[config.mk]
export PLATFORM = sky130hd
export DESIGN_NAME = seg_scan_driver
export DESIGN_NICKNAME = d
export VERILOG_FILES = /design/src/rtl/seg_scan_pkg.sv /design/src/rtl/seg_prescale.sv /design/src/rtl/seg_scan_seq.sv /design/src/rtl/seg_bcd_decode.sv /design/src/rtl/seg_out_stage.sv /design/src/rtl/seg_scan_driver.sv
export SDC_FILE = /design/constraint.sdc
export NUM_CORES = 1
export LEC_CHECK = 0
export ABC_AREA = 1
export BUFFER_PORTS_ARGS = -buffer_cell sky130_fd_sc_hd__clkbuf_2
export CAP_MARGIN = 30
export CORE_UTILIZATION = 35
export CTS_CLUSTER_SIZE = 20
export DETAILED_ROUTE_END_ITERATION = 6
export HOLD_SLACK_MARGIN = 0.02
export SETUP_SLACK_MARGIN = 0.02
export SLEW_MARGIN = 10
export SYNTH_ARGS = -nofsm -noshare
export SYNTH_HDL_FRONTEND = slang
export SYNTH_SLANG_ARGS = --single-unit
[constraint.sdc]
create_clock -name clk -period 1.79 [get_ports clk]
set_input_delay 0.358 -clock clk [delete_from_list [all_inputs] [get_ports clk]]
set_output_delay 0.358 -clock clk [all_outputs]
set_load 0.02 [all_outputs]
[src/rtl/seg_scan_pkg.sv]
package seg_scan_pkg;

  localparam int SEG_W = 7;
  localparam int BCD_W = 4;

  typedef logic [SEG_W-1:0] seg_t;
  typedef logic [BCD_W-1:0] bcd_t;

  // Segment bit positions, active high.
  localparam int SEG_A = 0;
  localparam int SEG_B = 1;
  localparam int SEG_C = 2;
  localparam int SEG_D = 3;
  localparam int SEG_E = 4;
  localparam int SEG_F = 5;
  localparam int SEG_G = 6;

  localparam seg_t SEG_DARK = '0;

  // Build a segment word from individual lit flags.
  function automatic seg_t seg_word(input bit a, input bit b, input bit c,
                                    input bit d, input bit e, input bit f,
                                    input bit g);
    seg_t w;
    w = SEG_DARK;
    w[SEG_A] = a;
    w[SEG_B] = b;
    w[SEG_C] = c;
    w[SEG_D] = d;
    w[SEG_E] = e;
    w[SEG_F] = f;
    w[SEG_G] = g;
    return w;
  endfunction

endpackage

[src/rtl/seg_prescale.sv]
module seg_prescale #(
  parameter int TICKS_PER_SLOT = 4
) (
  input  logic clk,
  input  logic rst_n,
  input  logic tick_en,
  output logic step
);

  localparam int CNT_W = (TICKS_PER_SLOT > 1) ? $clog2(TICKS_PER_SLOT) : 1;
  localparam logic [CNT_W-1:0] LAST = CNT_W'(TICKS_PER_SLOT - 1);

  logic [CNT_W-1:0] cnt_q;
  logic             at_last;

  assign at_last = (cnt_q == LAST);
  assign step    = tick_en && at_last;

  always_ff @(posedge clk or negedge rst_n) begin
    if (!rst_n) begin
      cnt_q <= '0;
    end else if (tick_en) begin
      if (at_last) begin
        cnt_q <= '0;
      end else begin
        cnt_q <= cnt_q + 1'b1;
      end
    end
  end

endmodule

[src/rtl/seg_scan_seq.sv]
module seg_scan_seq #(
  parameter int DIGITS = 4,
  localparam int SEL_W = (DIGITS > 1) ? $clog2(DIGITS) : 1
) (
  input  logic             clk,
  input  logic             rst_n,
  input  logic             step,
  output logic [SEL_W-1:0] sel,
  output logic             blank,
  output logic             show
);

  localparam logic [SEL_W-1:0] SEL_LAST = SEL_W'(DIGITS - 1);

  logic [SEL_W-1:0] sel_q;
  logic             started_q;
  logic             show_q;
  logic [SEL_W-1:0] sel_next;

  always_comb begin
    if (!started_q) begin
      sel_next = '0;
    end else if (sel_q == SEL_LAST) begin
      sel_next = '0;
    end else begin
      sel_next = sel_q + 1'b1;
    end
  end

  always_ff @(posedge clk or negedge rst_n) begin
    if (!rst_n) begin
      sel_q     <= '0;
      started_q <= 1'b0;
      show_q    <= 1'b0;
    end else begin
      show_q <= step;
      if (step) begin
        sel_q     <= sel_next;
        started_q <= 1'b1;
      end
    end
  end

  assign sel   = sel_q;
  assign blank = step;
  assign show  = show_q;

endmodule

[src/rtl/seg_bcd_decode.sv]
module seg_bcd_decode
  import seg_scan_pkg::*;
(
  input  bcd_t digit,
  output seg_t seg
);

  always_comb begin
    unique case (digit)
      4'd0:    seg = seg_word(1, 1, 1, 1, 1, 1, 0);
      4'd1:    seg = seg_word(0, 1, 1, 0, 0, 0, 0);
      4'd2:    seg = seg_word(1, 1, 0, 1, 1, 0, 1);
      4'd3:    seg = seg_word(1, 1, 1, 1, 0, 0, 1);
      4'd4:    seg = seg_word(0, 1, 1, 0, 0, 1, 1);
      4'd5:    seg = seg_word(1, 0, 1, 1, 0, 1, 1);
      4'd6:    seg = seg_word(1, 0, 1, 1, 1, 1, 1);
      4'd7:    seg = seg_word(1, 1, 1, 0, 0, 0, 0);
      4'd8:    seg = seg_word(1, 1, 1, 1, 1, 1, 1);
      4'd9:    seg = seg_word(1, 1, 1, 1, 0, 1, 1);
      default: seg = SEG_DARK;
    endcase
  end

endmodule

[src/rtl/seg_out_stage.sv]
module seg_out_stage
  import seg_scan_pkg::*;
#(
  parameter int DIGITS = 4,
  localparam int SEL_W = (DIGITS > 1) ? $clog2(DIGITS) : 1
) (
  input  logic              clk,
  input  logic              rst_n,
  input  logic              blank,
  input  logic              show,
  input  logic [SEL_W-1:0]  sel,
  input  seg_t              seg_in,
  output logic [DIGITS-1:0] enable,
  output seg_t              segments
);

  logic [DIGITS-1:0] pos_hot;
  logic [DIGITS-1:0] en_q;
  seg_t              seg_q;

  for (genvar i = 0; i < DIGITS; i++) begin : g_pos
    assign pos_hot[i] = (sel == SEL_W'(i));
  end

  always_ff @(posedge clk or negedge rst_n) begin
    if (!rst_n) begin
      en_q  <= '0;
      seg_q <= SEG_DARK;
    end else if (blank) begin
      en_q  <= '0;
      seg_q <= SEG_DARK;
    end else if (show) begin
      en_q  <= pos_hot;
      seg_q <= seg_in;
    end
  end

  assign enable   = en_q;
  assign segments = seg_q;

endmodule

[src/rtl/seg_scan_driver.sv]
module seg_scan_driver
  import seg_scan_pkg::*;
#(
  parameter int DIGITS         = 4,
  parameter int TICKS_PER_SLOT = 4,
  localparam int SEL_W = (DIGITS > 1) ? $clog2(DIGITS) : 1
) (
  input  logic              clk,
  input  logic              rst_n,
  input  logic              tick_en,
  input  logic [3:0]        digit_in,
  output logic [SEL_W-1:0]  digit_select,
  output logic [DIGITS-1:0] enable,
  output logic [6:0]        segments
);

  logic             step;
  logic             blank;
  logic             show;
  logic [SEL_W-1:0] sel;
  seg_t             seg_dec;
  seg_t             seg_out;

  seg_prescale #(
    .TICKS_PER_SLOT(TICKS_PER_SLOT)
  ) u_prescale (
    .clk    (clk),
    .rst_n  (rst_n),
    .tick_en(tick_en),
    .step   (step)
  );

  seg_scan_seq #(
    .DIGITS(DIGITS)
  ) u_seq (
    .clk  (clk),
    .rst_n(rst_n),
    .step (step),
    .sel  (sel),
    .blank(blank),
    .show (show)
  );

  seg_bcd_decode u_dec (
    .digit(bcd_t'(digit_in)),
    .seg  (seg_dec)
  );

  seg_out_stage #(
    .DIGITS(DIGITS)
  ) u_out (
    .clk     (clk),
    .rst_n   (rst_n),
    .blank   (blank),
    .show    (show),
    .sel     (sel),
    .seg_in  (seg_dec),
    .enable  (enable),
    .segments(seg_out)
  );

  assign digit_select = sel;
  assign segments     = seg_out;

endmodule

==> impl_metrics.json <==
{
  "first_pass_iters": 4,
  "clk-insertion-delay-late_ns": 0.30,
  "root_buffer": "sky130_fd_sc_hd__clkbuf_4",
  "run_status": "finished, final reports clean",
  "cts_repair_resize_count": 0,
  "fp.dieArea_sq_um": 2700,
  "area_growth_pct": 17.9,
  "max-clock-path-buffers": 2,
  "timing.final.crit_share_pct": 70.0,
  "clock_tree_skew_after_final_layout_ns": 0.00865,
  "synth.distinct_cells": 16,
  "ant_nets": 0,
  "post_synth.cell_area_avg_sq_um": 8.73,
  "grt_setup_unrepaired": "no",
  "cts_made_buffers": 3,
  "cp_num_cells": 1,
  "synthesis.instances": 100,
  "io-pin-count": 20,
  "global_route.overflow_total": 0,
  "cp_max_fo": 4,
  "routedWlPerCell_um": 10.2,
  "share_clk_of_total_power_pct": 14.1,
  "final.setup.tns_ns": 0,
  "syn_area_sq_um": 873,
  "power_switching_uw": 641,
  "cp-start-kind": "flop",
  "min_period_ns": 1.25,
  "crit-reg2reg-capture": "u_out.segments[0]",
  "portBuffers": 19,
  "wirelength_mm": 1.54,
  "timing.critical_path.slowest_cell_delay_ns": 0.41,
  "cellInternalPower_uw": 835,
  "sequential_element_share_of_the_synthesized_area_pct": 48.7,
  "power_density_relative_to_cell_area_nw_per_um2": 1430,
  "min_delay_worst_endpoint": "u_prescale.cnt_q[0]",
  "number_of_vias_in_the_routed_layout": 674,
  "design.final.nets": 141,
  "timing_worst_slew_pin_value_ns": 0.414,
  "first_iter_violations": 12,
  "global_route_wire_length_before_repair_mm": 2.55,
  "fin_max_slew_vios": 0,
  "via_per_inst": 4.46,
  "post_cts.repair.setup_buffers": 0,
  "register_cell_area_after_layout_sq_um": 425,
  "hold_path.class": "input pin to flop",
  "initial_core_utilization_pct": 38.4,
  "first_global_vias": 606,
  "netSwitchingFraction_pct": 43.4,
  "worstPathBufferInverterCount": 1,
  "r2r_setup_slack_ns": 0.56,
  "cells_along_the_critical_path": "clkbuf_2",
  "combPwrFrac_pct": 42.6,
  "grt_antenna_before_repair": 0,
  "endpoint_kind": "output pin",
  "place.detailed.instances": 146,
  "ff2ff_path_depth": 6,
  "ir_worst_vdd_v": 0.00100,
  "hold-path-cell-count": 2,
  "cts_hold_buf": 1,
  "remaining_drcs": 0,
  "antenna_diode_count": 0,
  "achievable-frequency_mhz": 798,
  "static-leakage-power_nw": 0.598,
  "drv.max_cap_violation_count": 0,
  "power_frac_seq_pct": 43.3,
  "grt_util_all_layers_pct": 13.7,
  "drive_gt1_share_pct": 24.4,
  "horizontal_die_dimension_um": 52.0,
  "synth_top_cells_by_area": "sky130_fd_sc_hd__dfrtp_1, sky130_fd_sc_hd__nand2_1, sky130_fd_sc_hd__ha_1",
  "slew_headroom_pct": 72.4,
  "maximum_number_of_pins_on_one_net_before_global_route_repair": 18,
  "synth.top_cell.area_share_pct": 48.7,
  "post_synth_net_total": 117,
  "ys_ff_latch": 17,
  "final.fill_count": 228,
  "worst-endpoint-required_ns": 1.43,
  "yosys.area.top_type": "sky130_fd_sc_hd__dfrtp_1",
  "core.rowCount": 17,
  "worst_path_max_delay_cell": "sky130_fd_sc_hd__dfrtp_1",
  "path_delay_family": "flip-flops",
  "layout.cells.non_filler": 151,
  "tritoncts_num_sinks": 17,
  "finalHoldViolations": 0,
  "multi_input_area_sq_um": 388,
  "detailed_place_hpwl_mm": 1.16,
  "ys_warn_count": 0,
  "htreeDepth": 1,
  "count_of_endpoints_failing_setup_in_the_final_report": 0,
  "core_sq_um": 2280,
  "arrival_time_at_the_worst_endpoint_ns": 0.89,
  "hold_ws_ns": 0.294,
  "clkTransAtPathRegs_ns": 0.09,
  "min_from": "tick_en",
  "ff_to_ff_start": "u_prescale.cnt_q[0]",
  "cts_tree": "yes",
  "timing.setup.critical_path_class": "flop to output pin",
  "die_height_um": 52.0,
  "gpl.final_weighted_congestion": 0.793
}
-- metrics by stage --
stage	power, mW	worst slack (ns)	utilization (%)	cell area (sq um)
floorplan	1.08	0.652	-	873
global placement	1.26	0.553	43.6	992
detailed placement	1.27	0.541	43.6	992
CTS	1.49	0.521	45.2	1030
global route	1.60	0.454	45.2	1030
finish	1.48	0.538	45.2	1030
-- synthesized netlist by cell type --
cell and count:
sky130_fd_sc_hd__nor2_4 1, sky130_fd_sc_hd__buf_6 1, sky130_fd_sc_hd__or2_2 1, sky130_fd_sc_hd__nand2_2 2, sky130_fd_sc_hd__nor2_2 1, sky130_fd_sc_hd__nand2_1 39, sky130_fd_sc_hd__o21ai_0 3, sky130_fd_sc_hd__nor2_1 2
sky130_fd_sc_hd__nand4_1 1, sky130_fd_sc_hd__a21oi_1 2, sky130_fd_sc_hd__inv_2 1, sky130_fd_sc_hd__inv_1 12, sky130_fd_sc_hd__dfrtp_1 17, sky130_fd_sc_hd__nand3_1 6, sky130_fd_sc_hd__mux2_2 1, sky130_fd_sc_hd__ha_1 10
-- power by group through the flow --
stage / logic [mW] / clock network [mW] / registers [mW]
after floorplan: 0.308 / 0 / 0.774
after detailed placement: 0.628 / 0 / 0.646
after CTS: 0.636 / 0.216 / 0.641
final: 0.629 / 0.208 / 0.639
after global routing: 0.716 / 0.229 / 0.657
after global placement: 0.624 / 0 / 0.640
-- per-layer routing --
layer | up-vias | GRT usage [%] | part of all wire, % | wire length (um)
li1 | 351 | - | - | -
met1 | 299 | 16.3 | 44 | 685
met2 | 22 | 21.4 | 47 | 731
met3 | 2 | 6.14 | 7.1 | 110
met4 | 0 | 5.41 | 1.1 | 17
met5 | - | 0 | 0 | 0
-- sequential cells by signal (all words and copies together), names as in the netlist --
| register | flops |
|---|---|
| u_seq.sel | 2 |
| u_prescale.cnt_q | 2 |
| u_out.segments | 7 |
| u_out.enable | 4 |
| u_seq.started_q | 1 |
| u_seq.show | 1 |
-- cell usage in the layout, fill, tap and decap left out --
cell type / n
sky130_fd_sc_hd__dfrtp_1: 17
sky130_fd_sc_hd__inv_1: 12
sky130_fd_sc_hd__nor2_1: 2
sky130_fd_sc_hd__o21ai_0: 3
sky130_fd_sc_hd__a21oi_1: 2
sky130_fd_sc_hd__nand2_1: 39
sky130_fd_sc_hd__ha_1: 10
sky130_fd_sc_hd__or2_2: 1
sky130_fd_sc_hd__nand4_1: 1
sky130_fd_sc_hd__nor2_4: 1
sky130_fd_sc_hd__clkbuf_2: 19
sky130_fd_sc_hd__mux2_2: 1
sky130_fd_sc_hd__clkinv_2: 1
sky130_fd_sc_hd__inv_2: 1
sky130_fd_sc_hd__nand3_1: 6
sky130_fd_sc_hd__dlygate4sd3_1: 1
sky130_fd_sc_hd__nor2_2: 1
sky130_fd_sc_hd__nand2_2: 2
sky130_fd_sc_hd__clkbuf_4: 3
-- worst max-delay path by stage --
stage | start | to | slack [ns]
final | u_seq.sel[0] | digit_select[0] | 0.54
after CTS | u_seq.sel[0] | digit_select[0] | 0.52
after detailed placement | digit_in[1] | u_out.segments[3] | 0.54
after floorplan | u_seq.sel[0] | u_seq.sel[1] | 0.65
after global routing | u_prescale.cnt_q[0] | u_out.segments[1] | 0.45
after global placement | digit_in[1] | u_out.segments[3] | 0.55
-- kinds of logic (layout without fill, tap and decap cells) --
| logic type | count (synthesis) | in the layout | synth area share (%) |
|---|---|---|---|
| and+or+nand+nor | 53 | 53 | 25.9 |
| DFF | 17 | 17 | 48.7 |
| adders and majority gates | 10 | 10 | 14.3 |
| muxes | 1 | 1 | 1.29 |
| buffers and inverters | 14 | 37 | 6.88 |
| AOI/OAI and AO/OA | 5 | 5 | 2.86 |
-- area by class of cell --
| type | instances | share of cell area, % |
|---|---|---|
| Clock buffer | 3 | 2.19 |
| Clock inverter | 1 | 0.486 |
| Inverter | 13 | 4.74 |
| Multi-Input combinational cell | 69 | 37.7 |
| Sequential cell | 17 | 41.3 |
| Tap cell | 28 | 3.40 |
| Timing Repair Buffer | 20 | 10.2 |
Power figures use the tool's default switching activity.
